### config.mk
export PLATFORM = sky130hd
export DESIGN_NAME = irq_dual_bank
export DESIGN_NICKNAME = d
export VERILOG_FILES = /design/src/rtl/irq_pkg.sv /design/src/rtl/irq_reg_ctrl.sv /design/src/rtl/irq_bank_datapath.sv /design/src/rtl/irq_dual_bank.sv
export SDC_FILE = /design/constraint.sdc
export NUM_CORES = 1
export LEC_CHECK = 0
export BUFFER_PORTS_ARGS = -buffer_cell sky130_fd_sc_hd__buf_2
export CAP_MARGIN = 5
export CORE_MARGIN = 3
export CORE_UTILIZATION = 53
export CTS_CLUSTER_SIZE = 12
export DETAILED_ROUTE_END_ITERATION = 12
export HOLD_SLACK_MARGIN = 0.06
export PLACE_DENSITY = 0.78
export SLEW_MARGIN = 10
export SYNTH_ARGS = -nofsm -noshare
export SYNTH_HDL_FRONTEND = slang
export SYNTH_SLANG_ARGS = --single-unit
### constraint.sdc
create_clock -name clk -period 3.1 [get_ports clk]
set_input_delay 0.62 -clock clk [delete_from_list [all_inputs] [get_ports clk]]
set_output_delay 0.62 -clock clk [all_outputs]
set_load 0.01 [all_outputs]
### src/rtl/irq_pkg.sv
package irq_pkg;
  localparam int NUM_BANKS = 2;
  localparam int BANK_W = 24;
  localparam int NUM_SRC = NUM_BANKS * BANK_W;
  localparam int DATA_W = 32;
  localparam int ADDR_W = 3;
  localparam int BANK_STRIDE = 3;

  // Bit positions that have a source wired; bank 0 in the low slice.
  localparam logic [NUM_SRC-1:0] SRC_PRESENT = {24'hFEFFFB, 24'hE9FFDF};

  typedef struct packed {
    logic [NUM_BANKS-1:0] clrStat;
    logic [NUM_BANKS-1:0] ldMask;
    logic [NUM_BANKS-1:0] rdStat;
    logic [NUM_BANKS-1:0] rdMask;
  } ctrlStrobes_t;

  function automatic logic [ADDR_W-1:0] statOffset(input int bank);
    return ADDR_W'(BANK_STRIDE * bank);
  endfunction

  function automatic logic [ADDR_W-1:0] maskOffset(input int bank);
    return ADDR_W'(BANK_STRIDE * bank + 1);
  endfunction
endpackage

### src/rtl/irq_reg_ctrl.sv
module irq_reg_ctrl
  import irq_pkg::*;
(
  input  logic              regWrEn,
  input  logic [ADDR_W-1:0] regAddr,
  output ctrlStrobes_t      strobes
);
  always_comb begin
    strobes = '0;
    for (int b = 0; b < NUM_BANKS; b++) begin
      strobes.rdStat[b]  = (regAddr == statOffset(b));
      strobes.rdMask[b]  = (regAddr == maskOffset(b));
      strobes.clrStat[b] = regWrEn && (regAddr == statOffset(b));
      strobes.ldMask[b]  = regWrEn && (regAddr == maskOffset(b));
    end
  end
endmodule

### src/rtl/irq_bank_datapath.sv
module irq_bank_datapath
  import irq_pkg::*;
(
  input  logic               clk,
  input  logic               rstN,
  input  logic [NUM_SRC-1:0] evtIn,
  input  ctrlStrobes_t       strobes,
  input  logic [BANK_W-1:0]  wrBits,
  output logic [DATA_W-1:0]  rdData,
  output logic               irqOut,
  output logic [NUM_SRC-1:0] statFlat,
  output logic [NUM_SRC-1:0] maskFlat,
  output logic [NUM_SRC-1:0] riseFlat
);
  localparam int PAD_W = DATA_W - BANK_W;

  logic [NUM_SRC-1:0] prevEvt;
  logic [NUM_BANKS-1:0] bankPending;

  always_ff @(posedge clk or negedge rstN) begin
    if (!rstN) prevEvt <= '0;
    else       prevEvt <= evtIn;
  end

  assign riseFlat = evtIn & ~prevEvt & SRC_PRESENT;

  for (genvar b = 0; b < NUM_BANKS; b++) begin : gBank
    logic [BANK_W-1:0] statQ;
    logic [BANK_W-1:0] maskQ;
    logic [BANK_W-1:0] clrBits;
    logic [BANK_W-1:0] setBits;

    assign clrBits = strobes.clrStat[b] ? wrBits : '0;
    assign setBits = riseFlat[b*BANK_W +: BANK_W];

    always_ff @(posedge clk or negedge rstN) begin
      if (!rstN) begin
        statQ <= '0;
        maskQ <= '1;
      end else begin
        statQ <= (statQ & ~clrBits) | setBits;
        if (strobes.ldMask[b]) maskQ <= wrBits;
      end
    end

    assign statFlat[b*BANK_W +: BANK_W] = statQ;
    assign maskFlat[b*BANK_W +: BANK_W] = maskQ;
    assign bankPending[b] = |(statQ & ~maskQ);
  end

  always_comb begin
    rdData = '0;
    for (int b = 0; b < NUM_BANKS; b++) begin
      if (strobes.rdStat[b]) rdData = {{PAD_W{1'b0}}, statFlat[b*BANK_W +: BANK_W]};
      if (strobes.rdMask[b]) rdData = {{PAD_W{1'b0}}, maskFlat[b*BANK_W +: BANK_W]};
    end
  end

  assign irqOut = |bankPending;
endmodule

### src/rtl/irq_dual_bank.sv
module irq_dual_bank
  import irq_pkg::*;
(
  input  logic               clk,
  input  logic               rstN,
  input  logic [NUM_SRC-1:0] evtIn,
  input  logic               regWrEn,
  input  logic [ADDR_W-1:0]  regAddr,
  input  logic [DATA_W-1:0]  regWrData,
  output logic [DATA_W-1:0]  regRdData,
  output logic               irqOut
);
  ctrlStrobes_t strobes;
  logic [NUM_SRC-1:0] statFlat;
  logic [NUM_SRC-1:0] maskFlat;
  logic [NUM_SRC-1:0] riseFlat;
  logic unusedWrHi;

  assign unusedWrHi = ^regWrData[DATA_W-1:BANK_W];

  irq_reg_ctrl uCtrl (
    .regWrEn (regWrEn),
    .regAddr (regAddr),
    .strobes (strobes)
  );

  irq_bank_datapath uDp (
    .clk      (clk),
    .rstN     (rstN),
    .evtIn    (evtIn),
    .strobes  (strobes),
    .wrBits   (regWrData[BANK_W-1:0]),
    .rdData   (regRdData),
    .irqOut   (irqOut),
    .statFlat (statFlat),
    .maskFlat (maskFlat),
    .riseFlat (riseFlat)
  );
endmodule

==> impl_metrics.yaml, run 1 <==
finish:
  area_delta_synth_final_pct: 20.2
  nFillCells: 869
  layout.cells.non_filler: 805
  n_antenna_cell: 0
  drive_above_1_share_pct: 39.5
  nets: 738
power_and_ir_drop:
  irDropWorstVdd_v: 0.000572
  power_density_nw_per_um2: 670
  power.total_mw: 4.91
  p_leak_nw: 3.47
sta:
  fin_crit_sh_pct: 96.5
  relSlewSlack_pct: 18.3
  hold_viol: 0
  worst_pin_slew_ps: 1220
  max_freq_ghz: 0.334
  fin_crit_ps: 2990
  fin_setup_tns_ps: 0
  rsz0062_at_grt: "no"
  maxSlewViolCount: 0
  setup_viol: 0
  skew_ps: 4.35
yosys:
  syn_area_um2: 6090
  ys_seq_area_share_pct: 57.7
  synth_edf_count: 0
  synthArstFlopShare_pct: 100
  yosysWarnings: 0
  ys_ff_latch: 138
  postSynthAreaPerCell_um2: 11.2
  netlist_instances: 543
  synth-main-ff-cell: "dfrtp_1"
  synth.distinct_cells: 30
run_status:
  outcome: "finished, final reports clean"
setup_path:
  cp.arrival_ps: 2370
  critPathLaunchType: "primary input"
  worstPathMaxFanout: 24
  worstReg2RegEnd: "uDp.gBank[1].maskQ[6]$_DFFE_PN1P_"
  r2r_cells: 2
  r2r_setup_slack_ps: 2300
  critPathCaptureType: "output port"
  crit_path_start: "regAddr[0]"
  reg2reg_from: "uDp.gBank[1].maskQ[6]$_DFFE_PN1P_"
  crit_path_end: "regRdData[13]"
  crit_type: "in2out"
  required_ps: 2480
floorplanning:
  die_x_um: 113
  die-area_um2: 12800
  rows: 38
  core_um2: 11000
  die_y_um: 113
  pin_count: 119
  initial_core_util_pct: 55.2
detailed_routing:
  viasPerCell: 5.59
  dr.pass1.iters: 6
  via_count: 4499
  postRouteAntennaNets: 0
  drt_iter0_drc: 273
  post_drt_wl_per_cell_um: 19.0
  drc: 0
  wirelength_um: 15300
clocking:
  cts.clk_slew.worst_paths_ps: 60
  ctsRootBufferMaster: "clkbuf_16"
  worstSkewPairLatency_ps: 420
  clockBufferDepth: 2
  ctsHoldBuffers: 0
  h-tree-depth: 4
  post_cts_buffers: 0
  cts.sinks: 138
  tritoncts: "built"
  cts-resized-gates: 0
  cts_buffers: 17
grt:
  grt_max_degree: 62
  antenna_found_initial: 0
  grt_pass1_wl_um: 24500
  grt_overflow: 0
  first_global_vias: 4900
  track_usage_pct: 25.2
placed_design:
  placed_cells: 773
  place_congestion: 0.842
  place_hpwl_um: 10500
  io_buffer_count: 96
min_path:
  hold_class: "in2async"
job:
  maxCapViolations: 0
[per-stage QoR]
stage | setup WS (ps) | utilization, % | instance area, um^2 | hold WS, ps
after floorplan | 851 | - | 6120 | 324
after global placement | 183 | 61.0 | 6730 | 394
after detailed placement | 148 | 61.0 | 6730 | 399
after CTS | 134 | 66.4 | 7330 | 194
after global routing | 44.3 | 66.4 | 7330 | 205
final | 110 | 66.4 | 7330 | 166
[worst min-delay path by stage]
stage | start | endpoint | slack, ps | depth (start not counted)
2_1_floorplan | rstN | uDp.gBank[0].statQ[0]$_DFF_PN0_ | 320 | 0
3_3_place_gp | uDp.prevEvt[30]$_DFF_PN0_ | uDp.gBank[1].statQ[6]$_DFF_PN0_ | 390 | 1
3_5_place_dp | uDp.prevEvt[34]$_DFF_PN0_ | uDp.gBank[1].statQ[10]$_DFF_PN0_ | 400 | 1
4_1_cts | rstN | uDp.gBank[0].statQ[11]$_DFF_PN0_ | 190 | 1
5_1_grt | rstN | uDp.gBank[0].statQ[11]$_DFF_PN0_ | 200 | 1
6_report | rstN | uDp.gBank[0].statQ[11]$_DFF_PN0_ | 170 | 1
[placed cells by master (no fill, tap or decap), types with 3 or more instances in the layout]
master     instances
a21boi_0           4
a22o_1            20
a22oi_1           24
buf_2             95
buf_4             16
clkbuf_16         17
clkbuf_8           3
clkinv_2           3
clkinv_4           3
conb_1             8
dfrtp_1           90
dfstp_2           48
inv_1             58
mux2_2            67
nand2_1           91
nand2b_1          31
o2111ai_1         10
o21ai_0           44
o21ai_1            5
[logic make-up (layout without fill, tap and decap cells)]
logic type	after synthesis	after routing	share of synthesized area, %
simple gates	134	134	10.4
flops	138	138	57.7
other cells	1	8	0.0615
compound gates	113	113	12.4
mux	69	69	12.8
buf+inv	88	203	6.65
[power breakdown]
part	switching, mW	internal, mW
registers	0.143	2.11
logic	0.328	0.321
clock network	0.759	1.25
[worst max-delay path, cell delays in order]
cell	delay (ps)
buf_2	110
nand2b_1	160
nor2_2	930
nand2_1	140
o21ai_0	190
buf_2	200
[state kept, by name, summed over array words and instances, names as in the netlist]
name             cells
uDp.gBank.maskQ     48
uDp.gBank.statQ     48
uDp.prevEvt         42
[layer usage]
layer | GRT usage, % | wire [um]
met1 | 30.4 | 6330
met2 | 42.3 | 7710
met3 | 6.31 | 876
met4 | 12.0 | 404
met5 | 0 | 0
[synth_stat cells, types with 4 or more instances]
master	instances	area, um^2
inv_1	58	218
a22oi_1	24	180
dfrtp_1	90	2250
nand2_1	91	342
nand2b_1	31	194
o2111ai_1	10	87.6
dfstp_2	48	1260
o21ai_1	5	25.0
o21ai_0	44	220
clkbuf_1	4	15.0
buf_2	12	60.1
mux2_2	67	754
a21boi_0	4	30.0
a22o_1	20	175
buf_4	12	90.1
[final cells by class]
type	instances	area, um^2	area share [%]
Tap cell	140	175	2.39
Sequential cell	138	3510	48.0
Clock buffer	22	474	6.47
Clock inverter	10	118	1.61
Timing Repair Buffer	113	627	8.56
Inverter	58	218	2.97
Multi-Input combinational cell	324	2200	30.0
(Power assumes the default switching activity.)
==> run 2: changes to the inputs <==
BUFFER_PORTS_ARGS = -buffer_cell sky130_fd_sc_hd__clkbuf_2   (was -buffer_cell sky130_fd_sc_hd__buf_2)
==> run 2 against run 1 <==
Compared with the run above: clock skew rose by 3.3 ps; non-clock buffer count rose by 1; via count fell by 0.22%; maximum frequency fell by 0.42%; register-to-register slack got worse by 30 ps; worst hold slack got worse by 2.6 ps; utilization rose by 0.57 points; sequential share of layout area fell by 0.41 points; global-route usage barely moved; sequential power barely moved; critical path type is now reg2out.
==> impl_metrics.yaml, run 2 (synthesized netlist as in run 1, its figures left out) <==
placed_design:
  place_hpwl_um: 10600
  io_buffer_count: 96
  place_congestion: 0.854
  placed_cells: 774
grt:
  track_usage_pct: 25.1
  antenna_found_initial: 0
  first_global_vias: 4776
  grt_max_degree: 60
  grt_pass1_wl_um: 24600
  grt_overflow: 0
clocking:
  cts.clk_slew.worst_paths_ps: 60
  clockBufferDepth: 2
  h-tree-depth: 4
  cts_buffers: 17
  tritoncts: "built"
  post_cts_buffers: 0
  cts-resized-gates: 1
  ctsHoldBuffers: 0
  ctsRootBufferMaster: "clkbuf_16"
  cts.sinks: 138
  worstSkewPairLatency_ps: 420
finish:
  nets: 739
  area_delta_synth_final_pct: 21.3
  top_regs: "uDp.gBank.maskQ: 48 flops, uDp.gBank.statQ: 48 flops, uDp.prevEvt: 42 flops"
  drive_above_1_share_pct: 39.5
  final_cell_mix: "clkbuf_2 (95), nand2_1 (91), dfrtp_1 (90), mux2_2 (67), inv_1 (58)"
  n_antenna_cell: 0
  final_common_cell: "clkbuf_2"
  nFillCells: 815
  layout.cells.non_filler: 806
setup_path:
  cp.arrival_ps: 2380
  worstPathMaxFanout: 3
  critPathCaptureType: "output port"
  critPathLaunchType: "register"
  required_ps: 2480
  r2r_cells: 2
  crit_type: "reg2out"
sta:
  setup_viol: 0
  skew_ps: 7.66
  relSlewSlack_pct: 61.0
  maxSlewViolCount: 0
  holdWs_ps: 163
  fin_crit_sh_pct: 96.9
  fin_setup_tns_ps: 0
  max_freq_ghz: 0.333
  rsz0062_at_grt: "no"
  fin_crit_ps: 3000
  hold_viol: 0
  worst_pin_slew_ps: 584
power_and_ir_drop:
  p_leak_nw: 3.50
  irDropWorstVdd_v: 0.000429
  p_switching_mw: 1.23
  pwr-share-comb_pct: 13.0
  power_density_nw_per_um2: 680
  internal-power_mw: 3.80
  p_clk_share_pct: 42.2
  power.total_mw: 5.03
  p_seq_share_pct: 44.8
  sw_frac_of_total_pct: 24.4
detailed_routing:
  post_drt_wl_per_cell_um: 18.8
  via_count: 4489
  drt_iter0_drc: 325
  dr.pass1.iters: 5
  drc: 0
  viasPerCell: 5.57
  wirelength_um: 15100
  postRouteAntennaNets: 0
run_status:
  outcome: "finished, final reports clean"
floorplanning:
  die-area_um2: 12800
  die_x_um: 113
  die_y_um: 113
  initial_core_util_pct: 55.2
  core_um2: 11000
  pin_count: 119
  rows: 38
job:
  maxCapViolations: 0
min_path:
  hold_class: "in2async"
run 2: cell type report:
class | count | area, um^2 | share of cell area, %
clock inverter | 11 | 170 | 2.30
inverter | 58 | 218 | 2.95
clock buffer | 21 | 450 | 6.10
sequential | 138 | 3510 | 47.6
timing repair buffer | 114 | 659 | 8.92
multi-input combinational | 324 | 2200 | 29.8
tap | 140 | 175 | 2.37
run 2: final timing paths:
path | start | to | slack [ps]
min | rstN | uDp.prevEvt[11]$_DFF_PN0_ | 160
max in group asynchronous | rstN | uDp.gBank[0].maskQ[14]$_DFFE_PN1P_ | 2210
min in group clk | evtIn[31] | uDp.prevEvt[31]$_DFF_PN0_ | 320
min reg2reg | uDp.prevEvt[34]$_DFF_PN0_ | uDp.gBank[1].statQ[10]$_DFF_PN0_ | 400
max | uDp.gBank[1].maskQ[11]$_DFFE_PN1P_ | irqOut | 100
max reg2reg | uDp.gBank[1].maskQ[6]$_DFFE_PN1P_ | uDp.gBank[1].maskQ[6]$_DFFE_PN1P_ | 2270
run 2: power groups by stage:
stage               clock (mW)  combinational [mW]  sequential, mW
floorplan                    0               0.416            2.23
global placement             0               0.624            2.26
detailed placement           0               0.652            2.28
CTS                       2.15               0.658            2.25
global route              2.24               0.716            2.28
finish                    2.12               0.653            2.25
run 2: per-layer routing:
layer	wire length [um]	vias to the layer above	track usage, %
li1	-	2047	-
met1	6170	2233	31.6
met2	7510	171	40.3
met3	957	38	6.58
met4	490	0	12.6
met5	0	-	0
run 2: stage by stage:
| step | worst slack (ps) | instance area (um^2) | utilization [%] |
|---|---|---|---|
| global route | 11.1 | 7390 | 67.0 |
| finish | 97.0 | 7390 | 67.0 |
| global placement | 455 | 6770 | 61.3 |
| floorplan | 851 | 6120 | - |
| detailed placement | 461 | 6770 | 61.3 |
| CTS | 101 | 7390 | 67.0 |
run 2: critical path: stages (launching register included):
cell and delay, ps:
dfstp_2 530, nand2b_1 160, o2111ai_1 150, a2111oi_1 600, buf_4 210, nand4_1 140, clkbuf_2 180
==> run 3: changes to the inputs <==
SYNTH_HIERARCHICAL = 1   (was not set)
==> run 3 against run 2 <==
Compared with the run above: sequential power is essentially flat; die area rose by 1.1%; synthesized area increased by 1.2%; maximum frequency rose by 5.9%; register-to-register slack barely moved; global-route usage down 1.4 points; design area hardly changed; first-iteration DRC count stayed put; critical path type unchanged; largest cell class unchanged; highest routed layer unchanged.
==> impl_metrics.yaml, run 3 <==
clocking:
  cts_buffers: 17
  worstSkewPairLatency_ps: 420
  cts.sinks: 138
  tritoncts: "built"
  h-tree-depth: 4
  post_cts_buffers: 0
  clockBufferDepth: 2
  ctsRootBufferMaster: "clkbuf_16"
  cts.clk_slew.worst_paths_ps: 60
setup_path:
  critPathCaptureType: "output port"
  cp.arrival_ps: 2220
  worstPathMaxFanout: 3
  crit_path_start: "uDp/gBank[1].maskQ[20]$_DFFE_PN1P_"
  critPathLaunchType: "register"
  worstReg2RegEnd: "uDp/gBank[0].maskQ[17]$_DFFE_PN1P_"
  r2r_setup_slack_ps: 2280
  required_ps: 2480
  crit_type: "reg2out"
  r2r_cells: 2
  reg2reg_from: "uDp/gBank[0].maskQ[17]$_DFFE_PN1P_"
  crit_path_end: "irqOut"
yosys:
  syn_area_um2: 6170
  postSynthAreaPerCell_um2: 11.7
  yosysWarnings: 6
  netlist_instances: 526
sta:
  maxSlewViolCount: 0
  setup_viol: 0
  fin_crit_sh_pct: 91.5
  holdWs_ps: 195
  hold_viol: 0
  skew_ps: 8.54
  timing.final.ws_setup_ps: 264
  fin_setup_tns_ps: 0
  fin_crit_ps: 2840
  max_freq_ghz: 0.353
  relSlewSlack_pct: 45.9
  worst_pin_slew_ps: 812
  rsz0062_at_grt: "no"
grt:
  track_usage_pct: 23.7
  first_global_vias: 4558
  grt_max_degree: 68
  grt_overflow: 0
  grt_pass1_wl_um: 23400
  antenna_found_initial: 0
placed_design:
  place_congestion: 0.833
  io_buffer_count: 96
  placed_area_um2: 6810
  place_ws_ps: 372
  place_hpwl_um: 9690
  placed_cells: 746
run_status:
  outcome: "finished, final reports clean"
finish:
  area_delta_synth_final_pct: 19.8
  drive_above_1_share_pct: 38.2
  layout.cells.non_filler: 778
  fin_util_pct: 66.4
  design_area_um2: 7390
  n_antenna_cell: 0
  nets: 711
  final_cell_mix: "clkbuf_2 (95), dfrtp_1 (90), nand2_1 (77), nor2b_1 (59), dfstp_2 (48)"
  top_regs: "uDp/gBank.maskQ: 48 flops, uDp/gBank.statQ: 48 flops, uDp/prevEvt: 42 flops"
  final_common_cell: "clkbuf_2"
detailed_routing:
  viasPerCell: 5.74
  postRouteAntennaNets: 0
  wirelength_um: 14700
  drt_iter0_drc: 325
  drc: 0
  dr.pass1.iters: 5
  via_count: 4467
  post_drt_wl_per_cell_um: 18.9
floorplanning:
  pin_count: 119
  die_y_um: 114
  initial_core_util_pct: 55.4
  die-area_um2: 13000
  die_x_um: 114
  core_um2: 11100
  rows: 38
power_and_ir_drop:
  p_leak_nw: 3.16
  irDropWorstVdd_v: 0.000809
  power.total_mw: 4.82
  power_density_nw_per_um2: 652
min_path:
  hold_class: "in2async"
job:
  maxCapViolations: 0
-- run 3: where the power goes --
part           internal (mW)  switching [mW]
clock                   1.19           0.760
combinational          0.308           0.314
sequential              2.11           0.139
total                   3.60            1.21
-- run 3: worst max-delay path: stages (launching register included) --
cell and delay, ps:
dfstp_2 540, nand2b_1 150, o2111ai_1 170, a2111oi_1 550, nand4_1 210, clkbuf_2 180
-- run 3: how the worst min path moves through the flow --
| stage | depth (start not counted) | slack [ps] | to | start |
|---|---|---|---|---|
| 2_1_floorplan | 0 | 320 | uDp/gBank[0].statQ[0]$_DFF_PN0_ | rstN |
| 3_3_place_gp | 1 | 460 | uDp/gBank[1].statQ[19]$_DFF_PN0_ | uDp/gBank[1].statQ[19]$_DFF_PN0_ |
| 3_5_place_dp | 1 | 470 | uDp/gBank[1].statQ[8]$_DFF_PN0_ | uDp/gBank[1].statQ[8]$_DFF_PN0_ |
| 4_1_cts | 1 | 210 | uDp/prevEvt[37]$_DFF_PN0_ | rstN |
| 5_1_grt | 1 | 220 | uDp/prevEvt[37]$_DFF_PN0_ | rstN |
| 6_report | 1 | 190 | uDp/prevEvt[37]$_DFF_PN0_ | rstN |
-- run 3: cell type report --
class / instances / area [um^2]
clock buffer: 22 / 484
clock inverter: 10 / 91.3
fill: 846 / 3740
inverter: 16 / 60.1
multi-input combinational: 346 / 2450
sequential: 138 / 3510
tap: 140 / 175
timing repair buffer: 106 / 612
-- run 3: metal layers --
metal  track usage (%)  wire, um  vias up
li1                  -         -     2029
met1              32.3      6450     2232
met2              36.3      6890      178
met3              5.84       948       28
met4              10.7       385        0
met5                 0         0        -
-- run 3: timing repair --
item	in CTS	in global routing
endpoints found under the setup margin	0	1
hold buffers	0	0
gates resized for setup	0	1
